[src/rtl/fbc_pkg.sv]
`timescale 1ns/1ps
package fbc_pkg;
  typedef enum logic [2:0] {
    ST_IDLE,
    ST_DREQ,
    ST_DRD,
    ST_RUN,
    ST_WREQ,
    ST_WBEAT
  } fbc_state_e;

  localparam int unsigned BEAT_BYTES = 4;
  localparam int unsigned DESC_WORDS = 2;
endpackage

[src/rtl/fbc_desc.sv]
`timescale 1ns/1ps
// Record pointer tracking: chooses the fetch address and splits the two read beats.
module fbc_desc #(
  parameter int unsigned AW = 32,
  parameter int unsigned DW = 32
) (
  input  logic          clk,
  input  logic          rst,
  input  logic          en,
  input  logic          idle,
  input  logic [AW-1:0] head_ptr,
  input  logic          fetch_go,
  input  logic          rd_beat,
  input  logic [DW-1:0] rd_data,
  output logic [AW-1:0] fetch_addr,
  output logic          dest_load,
  output logic          desc_done
);
  logic          fresh;
  logic          rd_idx;
  logic [AW-1:0] next_ptr;

  always_ff @(posedge clk) begin
    if (rst) begin
      fresh    <= 1'b1;
      rd_idx   <= 1'b0;
      next_ptr <= '0;
    end else begin
      if (idle && !en) begin
        fresh <= 1'b1;
      end else if (fetch_go) begin
        fresh <= 1'b0;
      end
      if (fetch_go) begin
        rd_idx <= 1'b0;
      end else if (rd_beat) begin
        rd_idx <= ~rd_idx;
        if (rd_idx) begin
          next_ptr <= rd_data[AW-1:0];
        end
      end
    end
  end

  assign fetch_addr = fresh ? head_ptr : next_ptr;
  assign dest_load  = rd_beat && !rd_idx;
  assign desc_done  = rd_beat && rd_idx;
endmodule

[src/rtl/fbc_beat.sv]
`timescale 1ns/1ps
// Write address and per-burst beat counting.
module fbc_beat #(
  parameter int unsigned AW = 32,
  parameter int unsigned LW = 8
) (
  input  logic          clk,
  input  logic          rst,
  input  logic          base_load,
  input  logic [AW-1:0] base_val,
  input  logic          burst_load,
  input  logic [LW-1:0] burst_len,
  input  logic          beat,
  output logic [AW-1:0] wr_addr,
  output logic          last_beat
);
  import fbc_pkg::*;
  localparam logic [AW-1:0] STEP = AW'(BEAT_BYTES);

  logic [LW-1:0] left;

  always_ff @(posedge clk) begin
    if (rst) begin
      wr_addr <= '0;
      left    <= '0;
    end else begin
      if (base_load) begin
        wr_addr <= base_val;
      end else if (beat) begin
        wr_addr <= wr_addr + STEP;
      end
      if (burst_load) begin
        left <= burst_len;
      end else if (beat && left != '0) begin
        left <= left - 1'b1;
      end
    end
  end

  assign last_beat = (left == LW'(1));
endmodule

[src/rtl/fbc_ctrl.sv]
`timescale 1ns/1ps
// Frame sequencing: record fetch, threshold bursts, remainder drain, completion.
module fbc_ctrl #(
  parameter int unsigned AW     = 32,
  parameter int unsigned LW     = 8,
  parameter int unsigned THRESH = 4
) (
  input  logic          clk,
  input  logic          rst,
  input  logic          en,
  input  logic          sof,
  input  logic          eof,
  input  logic [LW-1:0] level,
  input  logic          mem_gnt,
  input  logic          desc_done,
  input  logic [AW-1:0] fetch_addr,
  input  logic [AW-1:0] wr_addr,
  input  logic          last_beat,
  output logic          idle,
  output logic          fetch_go,
  output logic          rd_phase,
  output logic          burst_load,
  output logic          beat,
  output logic          mem_req,
  output logic          mem_we,
  output logic [AW-1:0] mem_addr,
  output logic [LW-1:0] mem_len,
  output logic          frame_done
);
  import fbc_pkg::*;
  localparam logic [LW-1:0] THR  = LW'(THRESH);
  localparam logic [LW-1:0] DLEN = LW'(DESC_WORDS);

  fbc_state_e st;
  logic       eof_seen;

  always_ff @(posedge clk) begin
    if (rst) begin
      st         <= ST_IDLE;
      mem_req    <= 1'b0;
      mem_we     <= 1'b0;
      mem_addr   <= '0;
      mem_len    <= '0;
      frame_done <= 1'b0;
      eof_seen   <= 1'b0;
    end else begin
      frame_done <= 1'b0;
      if (st != ST_IDLE && eof) begin
        eof_seen <= 1'b1;
      end
      case (st)
        ST_IDLE: begin
          eof_seen <= 1'b0;
          if (en && sof) begin
            mem_req  <= 1'b1;
            mem_we   <= 1'b0;
            mem_addr <= fetch_addr;
            mem_len  <= DLEN;
            st       <= ST_DREQ;
          end
        end
        ST_DREQ: begin
          if (mem_gnt) begin
            mem_req <= 1'b0;
            st      <= ST_DRD;
          end
        end
        ST_DRD: begin
          if (desc_done) begin
            st <= ST_RUN;
          end
        end
        ST_RUN: begin
          if (level >= THR) begin
            mem_req  <= 1'b1;
            mem_we   <= 1'b1;
            mem_addr <= wr_addr;
            mem_len  <= THR;
            st       <= ST_WREQ;
          end else if (eof_seen || eof) begin
            if (level != '0) begin
              mem_req  <= 1'b1;
              mem_we   <= 1'b1;
              mem_addr <= wr_addr;
              mem_len  <= level;
              st       <= ST_WREQ;
            end else begin
              frame_done <= 1'b1;
              st         <= ST_IDLE;
            end
          end
        end
        ST_WREQ: begin
          if (mem_gnt) begin
            mem_req <= 1'b0;
            st      <= ST_WBEAT;
          end
        end
        ST_WBEAT: begin
          if (last_beat) begin
            st <= ST_RUN;
          end
        end
        default: st <= ST_IDLE;
      endcase
    end
  end

  assign idle       = (st == ST_IDLE);
  assign fetch_go   = idle && en && sof;
  assign rd_phase   = (st == ST_DRD);
  assign burst_load = (st == ST_WREQ) && mem_gnt;
  assign beat       = (st == ST_WBEAT);
endmodule

[src/rtl/fbc_dma.sv]
`timescale 1ns/1ps
module fbc_dma #(
  parameter int unsigned AW     = 32,
  parameter int unsigned LW     = 8,
  parameter int unsigned THRESH = 4
) (
  input  logic          clk,
  input  logic          rst,
  input  logic          en,
  input  logic [AW-1:0] head_ptr,
  input  logic          frame_sof,
  input  logic          frame_eof,
  input  logic [LW-1:0] fifo_level,
  input  logic [31:0]   fifo_data,
  output logic          fifo_pop,
  output logic          mem_req,
  output logic          mem_we,
  output logic [AW-1:0] mem_addr,
  output logic [LW-1:0] mem_len,
  input  logic          mem_gnt,
  output logic          mem_wvalid,
  output logic [31:0]   mem_wdata,
  input  logic          mem_rvalid,
  input  logic [31:0]   mem_rdata,
  output logic          frame_done
);
  localparam int unsigned DW = 32;

  logic          idle, fetch_go, rd_phase, burst_load, beat;
  logic          dest_load, desc_done, last_beat;
  logic [AW-1:0] fetch_addr, wr_addr;

  fbc_ctrl #(.AW(AW), .LW(LW), .THRESH(THRESH)) u_ctrl (
    .clk        (clk),
    .rst        (rst),
    .en         (en),
    .sof        (frame_sof),
    .eof        (frame_eof),
    .level      (fifo_level),
    .mem_gnt    (mem_gnt),
    .desc_done  (desc_done),
    .fetch_addr (fetch_addr),
    .wr_addr    (wr_addr),
    .last_beat  (last_beat),
    .idle       (idle),
    .fetch_go   (fetch_go),
    .rd_phase   (rd_phase),
    .burst_load (burst_load),
    .beat       (beat),
    .mem_req    (mem_req),
    .mem_we     (mem_we),
    .mem_addr   (mem_addr),
    .mem_len    (mem_len),
    .frame_done (frame_done)
  );

  fbc_desc #(.AW(AW), .DW(DW)) u_desc (
    .clk        (clk),
    .rst        (rst),
    .en         (en),
    .idle       (idle),
    .head_ptr   (head_ptr),
    .fetch_go   (fetch_go),
    .rd_beat    (mem_rvalid && rd_phase),
    .rd_data    (mem_rdata),
    .fetch_addr (fetch_addr),
    .dest_load  (dest_load),
    .desc_done  (desc_done)
  );

  fbc_beat #(.AW(AW), .LW(LW)) u_beat (
    .clk        (clk),
    .rst        (rst),
    .base_load  (dest_load),
    .base_val   (mem_rdata[AW-1:0]),
    .burst_load (burst_load),
    .burst_len  (mem_len),
    .beat       (beat),
    .wr_addr    (wr_addr),
    .last_beat  (last_beat)
  );

  assign mem_wvalid = beat;
  assign fifo_pop   = beat;
  assign mem_wdata  = fifo_data;
endmodule

[config.mk]
export PLATFORM = sky130hd
export DESIGN_NAME = fbc_dma
export DESIGN_NICKNAME = d
export VERILOG_FILES = /design/src/rtl/fbc_pkg.sv /design/src/rtl/fbc_desc.sv /design/src/rtl/fbc_beat.sv /design/src/rtl/fbc_ctrl.sv /design/src/rtl/fbc_dma.sv
export SDC_FILE = /design/constraint.sdc
export NUM_CORES = 1
export LEC_CHECK = 0
export CAP_MARGIN = 20
export CORE_MARGIN = 3
export CORE_UTILIZATION = 53
export DETAILED_ROUTE_END_ITERATION = 8
export GPL_TIMING_DRIVEN = 1
export PLACE_DENSITY_LB_ADDON = 0.25
export SYNTH_ARGS = -nofsm -noshare
export SYNTH_HDL_FRONTEND = slang
export SYNTH_HIERARCHICAL = 1
export SYNTH_SLANG_ARGS = --single-unit
[constraint.sdc]
create_clock -name clk -period 4.69 [get_ports clk]
set_input_delay 1.407 -clock clk [delete_from_list [all_inputs] [get_ports clk]]
set_output_delay 1.407 -clock clk [all_outputs]
set_load 0.05 [all_outputs]
==> impl_metrics.prom, run 1 <==
# TYPE chip_impl_metric gauge
chip_impl_metric{name="start_util",unit=""} 0.553
chip_impl_metric{name="antenna_cells_inserted",unit=""} 0
chip_impl_metric{name="power.density_cell_area",unit="nW/um^2"} 341
chip_impl_metric{name="peak_vdd_ir",unit="uV"} 222
chip_impl_metric{name="post-route-min-period",unit="ns"} 4.04
chip_impl_metric{name="mappedNetlistNets",unit=""} 863
chip_impl_metric{name="critical_path_required",unit="ns"} 3.28
chip_impl_info{name="outcome",value="completed"} 1
chip_impl_metric{name="num_io_pins",unit=""} 188
chip_impl_metric{name="core_area",unit="sq um"} 12800
chip_impl_info{name="hold_path_class",value="flop to flop"} 1
chip_impl_metric{name="num-fill-cells",unit=""} 1013
chip_impl_metric{name="stdcell_area",unit="sq um"} 8540
chip_impl_metric{name="placed_area",unit="sq um"} 8030
chip_impl_metric{name="post_cts_buffers",unit=""} 0
chip_impl_metric{name="final-seq-area",unit="sq um"} 2420
chip_impl_metric{name="dieArea",unit="sq um"} 14800
chip_impl_metric{name="yosys_register_bits",unit=""} 121
chip_impl_info{name="r2r_start",value="u_ctrl/st[0]"} 1
chip_impl_metric{name="max_slew.worst_pin.slew",unit="ns"} 1.03
chip_impl_info{name="unrepaired_setup_endpoints_after_global_routing",value="no"} 1
chip_impl_metric{name="report.final.setup_viol",unit=""} 0
chip_impl_metric{name="f_max",unit="GHz"} 0.248
chip_impl_metric{name="final_nets",unit=""} 928
chip_impl_metric{name="numCtsBuffers",unit=""} 17
chip_impl_metric{name="grt_antenna_before_repair",unit=""} 0
chip_impl_metric{name="max_root_sink_buffers",unit=""} 2
chip_impl_info{name="worst_setup_path_start_kind",value="flop"} 1
chip_impl_metric{name="total_area_of_multi_input_combinational_cells",unit="sq um"} 3980
chip_impl_metric{name="count_of_flip_flops_with_a_built_in_enable_after_synthesis",unit=""} 0
chip_impl_metric{name="post-route-period-util",unit=""} 0.860
chip_impl_info{name="path_cells",value="inv_1 > nor3_2 > buf_4 > clkdlybuf4s50_1"} 1
chip_impl_metric{name="fin_tns_setup",unit="ns"} 0
chip_impl_metric{name="fin_worst_skew",unit="ns"} 0.00853
chip_impl_metric{name="max_slew_margin",unit=""} 0.314
chip_impl_metric{name="drt-initial-drc-count",unit=""} 395
chip_impl_metric{name="r2r.worst_path.cells",unit=""} 8
chip_impl_metric{name="share_of_the_core_filled_with_cells",unit=""} 0.666
chip_impl_metric{name="vias",unit=""} 5766
chip_impl_metric{name="yosysWarnings",unit=""} 6
chip_impl_metric{name="first_global_vias",unit=""} 5953
chip_impl_metric{name="clkTransAtPathRegs",unit="ns"} 0.05
chip_impl_info{name="synthFlopType",value="sky130_fd_sc_hd__dfxtp_1"} 1
chip_impl_metric{name="worstPathArrival",unit="ns"} 2.63
chip_impl_info{name="cts_root_buf",value="sky130_fd_sc_hd__clkbuf_16"} 1
chip_impl_info{name="worst_setup_path_end_kind",value="output port"} 1
chip_impl_metric{name="place_hpwl",unit="mm"} 12.5
chip_impl_metric{name="die_w",unit="microns"} 122
chip_impl_metric{name="wl_final",unit="mm"} 18.4
chip_impl_metric{name="cts_sinks",unit=""} 121
chip_impl_metric{name="max_cap_viol_count",unit=""} 0
chip_impl_info{name="path_delay_family",value="buffers and inverters"} 1
chip_impl_info{name="tritoncts_clock_tree",value="done"} 1
chip_impl_metric{name="cts_hold_buf",unit=""} 0
chip_impl_metric{name="critical_path.n_buffers_inverters",unit=""} 3
chip_impl_metric{name="grt_max_degree",unit=""} 70
chip_impl_info{name="timing.critical_path.slowest_stage_cell",value="sky130_fd_sc_hd__clkdlybuf4s50_1"} 1
chip_impl_metric{name="globalplace.congestion",unit=""} 0.874
chip_impl_info{name="worstReg2RegEnd",value="u_beat/wr_addr[30]"} 1
chip_impl_metric{name="die_y",unit="microns"} 122
chip_impl_metric{name="wire_length_of_the_first_global_routing_pass",unit="mm"} 29.6
chip_impl_metric{name="pre_cts_slack",unit="ns"} 0.852
chip_impl_metric{name="number_of_gates_given_a_new_drive_strength_after_cts",unit=""} 0
chip_impl_metric{name="routed_wire_length_per_instance",unit="microns"} 18.5
chip_impl_metric{name="static-leakage-power",unit="nW"} 3.35
chip_impl_info{name="commonest_non_fill_non_tap_cell_in_the_layout",value="sky130_fd_sc_hd__clkdlybuf4s50_1"} 1
chip_impl_metric{name="critical_path_depth",unit=""} 4
chip_impl_metric{name="report.final.slew_viol_count",unit=""} 0
chip_impl_metric{name="post_synthesis_cell_area",unit="sq um"} 7090
chip_impl_metric{name="ant_nets",unit=""} 0
chip_impl_metric{name="netlist_instances",unit=""} 748
chip_impl_metric{name="final_cells",unit=""} 995
chip_impl_metric{name="asyncSetResetFlopFracSynth",unit=""} 0
chip_impl_metric{name="postLayoutSetupSlackWorst",unit="ns"} 0.655
chip_impl_metric{name="place.detailed.instances",unit=""} 966
chip_impl_metric{name="critical-path-max-stage-delay",unit="ns"} 0.87
chip_impl_metric{name="htree_num_levels",unit=""} 4
chip_impl_metric{name="placement_rows",unit=""} 41
chip_impl_metric{name="crit_fanout",unit=""} 20
chip_impl_metric{name="detailedRoute.firstPassIterationCount",unit=""} 5
chip_impl_metric{name="final_hold_viol_count",unit=""} 0
chip_impl_metric{name="synth_seq_area_share",unit=""} 0.342
chip_impl_info{name="mostFrequentLayoutCells",value="122 x sky130_fd_sc_hd__clkdlybuf4s50_1, 121 x sky130_fd_sc_hd__dfxtp_1, 80 x sky130_fd_sc_hd__mux2i_1, 39 x sky130_fd_sc_hd__nor2_1, 36 x sky130_fd_sc_hd__mux2_2"} 1
chip_impl_metric{name="ys_types",unit=""} 66
chip_impl_info{name="criticalPathCategory",value="flop to output port"} 1
chip_impl_info{name="setup.worst_path.start",value="u_ctrl/st[0]"} 1
chip_impl_metric{name="drc",unit=""} 0
chip_impl_metric{name="grt_overflow_total",unit=""} 0
chip_impl_metric{name="flow.area_growth_from_synthesis",unit="%"} 20.4
chip_impl_metric{name="drive_above_1_share",unit=""} 0.166
chip_impl_metric{name="regToRegSetupSlack",unit="ns"} 1.84
chip_impl_metric{name="track_usage",unit=""} 0.250
chip_impl_metric{name="numPortBuffers",unit=""} 123
chip_impl_info{name="critPathCapture",value="mem_wvalid"} 1
chip_impl_metric{name="detail_route.vias_per_cell",unit=""} 5.79
chip_impl_metric{name="clock_latency_of_the_later_clocked_register_in_the_worst_skew_pair",unit="ns"} 0.42
chip_impl_metric{name="avgSynthCellArea",unit="sq um"} 9.48
-- flip-flops by register name (all words and copies together) (netlist names) --
register           cells
u_ctrl/frame_done      1
u_beat/left            8
u_ctrl/mem_len         8
u_ctrl/mem_req         1
u_desc/fresh           1
u_ctrl/eof_seen        1
u_beat/wr_addr        32
u_ctrl/st              3
u_desc/rd_idx          1
u_ctrl/mem_we          1
u_desc/next_ptr       32
u_ctrl/mem_addr       32
-- worst register-to-register path: cells and delay by family (launching register included) --
kind	cells	cell delay [ns]
buffers and inverters	2	0.48
and+or+nand+nor	4	1.31
xor gates and xnor gates	1	0.12
DFF	1	0.64
AOI/OAI and AO/OA	1	0.18
-- report_power, final --
part	switching (mW)	total [mW]	internal, mW	leakage, nW
combinational	0.353	0.626	0.273	2.12
sequential	0.0618	1.15	1.09	0.981
clock	0.434	1.14	0.703	0.253
total	0.849	2.91	2.07	3.35
-- how the worst min path moves through the flow --
| stage | from | depth (start not counted) | slack (ns) | to |
|---|---|---|---|---|
| detailed placement | u_ctrl/mem_we | 2 | 0.47 | u_ctrl/mem_we |
| finish | u_desc/next_ptr[28] | 2 | 0.47 | u_desc/next_ptr[28] |
| global placement | u_desc/next_ptr[26] | 2 | 0.46 | u_desc/next_ptr[26] |
| global route | u_desc/next_ptr[28] | 2 | 0.49 | u_desc/next_ptr[28] |
| floorplan | u_desc/next_ptr[19] | 2 | 0.45 | u_desc/next_ptr[19] |
| CTS | u_ctrl/mem_we | 2 | 0.47 | u_ctrl/mem_we |
-- per-stage QoR --
step | hold WS (ns) | power [mW]
global route | 0.493 | 3.02
floorplan | 0.446 | 1.65
detailed placement | 0.468 | 1.79
CTS | 0.474 | 2.93
finish | 0.470 | 2.91
global placement | 0.456 | 1.77
-- routing by layer --
layer,track usage,share of wire
met4,0.100,0.018
met2,0.418,0.48
met3,0.0557,0.060
met1,0.315,0.44
met5,0,0
-- final cells by class --
| type | instances | share of cell area |
|---|---|---|
| multi-input cells | 511 | 0.466 |
| flip-flops and latches | 121 | 0.284 |
| repair buffers | 135 | 0.154 |
| clock buffers | 25 | 0.0569 |
| well taps | 172 | 0.0252 |
| inverters | 27 | 0.0119 |
| clock inverters | 4 | 0.00235 |
-- logic make-up (layout without fill, tap and decap cells) --
logic type	count (synthesis)	after routing	share of synthesized area
AOI/OAI and AO/OA	131	131	0.139
xor gates and xnor gates	33	33	0.0408
adders and majority gates	4	4	0.00706
buffers and inverters	116	191	0.100
DFF	121	121	0.342
muxes	117	117	0.172
and+or+nand+nor	226	226	0.200
-- synthesized netlist by cell type (17+ instances only) --
cell type	number	area (sq um)
sky130_fd_sc_hd__a21oi_1	32	160
sky130_fd_sc_hd__buf_4	43	323
sky130_fd_sc_hd__clkbuf_1	22	82.6
sky130_fd_sc_hd__dfxtp_1	121	2420
sky130_fd_sc_hd__inv_1	26	97.6
sky130_fd_sc_hd__mux2_2	36	405
sky130_fd_sc_hd__mux2i_1	80	801
sky130_fd_sc_hd__nand2_1	35	131
sky130_fd_sc_hd__nand2b_2	27	236
sky130_fd_sc_hd__nor2_1	39	146
sky130_fd_sc_hd__o211a_1	28	280
sky130_fd_sc_hd__o211ai_1	31	233
sky130_fd_sc_hd__or2b_2	20	175
sky130_fd_sc_hd__xnor2_1	17	149
Note: power is estimated with default switching activity, not from simulation.
==> run 2: changes to the inputs <==
Settings changed: CAP_MARGIN 20 to not set, CTS_CLUSTER_SIZE set to 12.
==> results of run 2 <==
The final DEF is identical to that of run 1; final timing and power are the same.
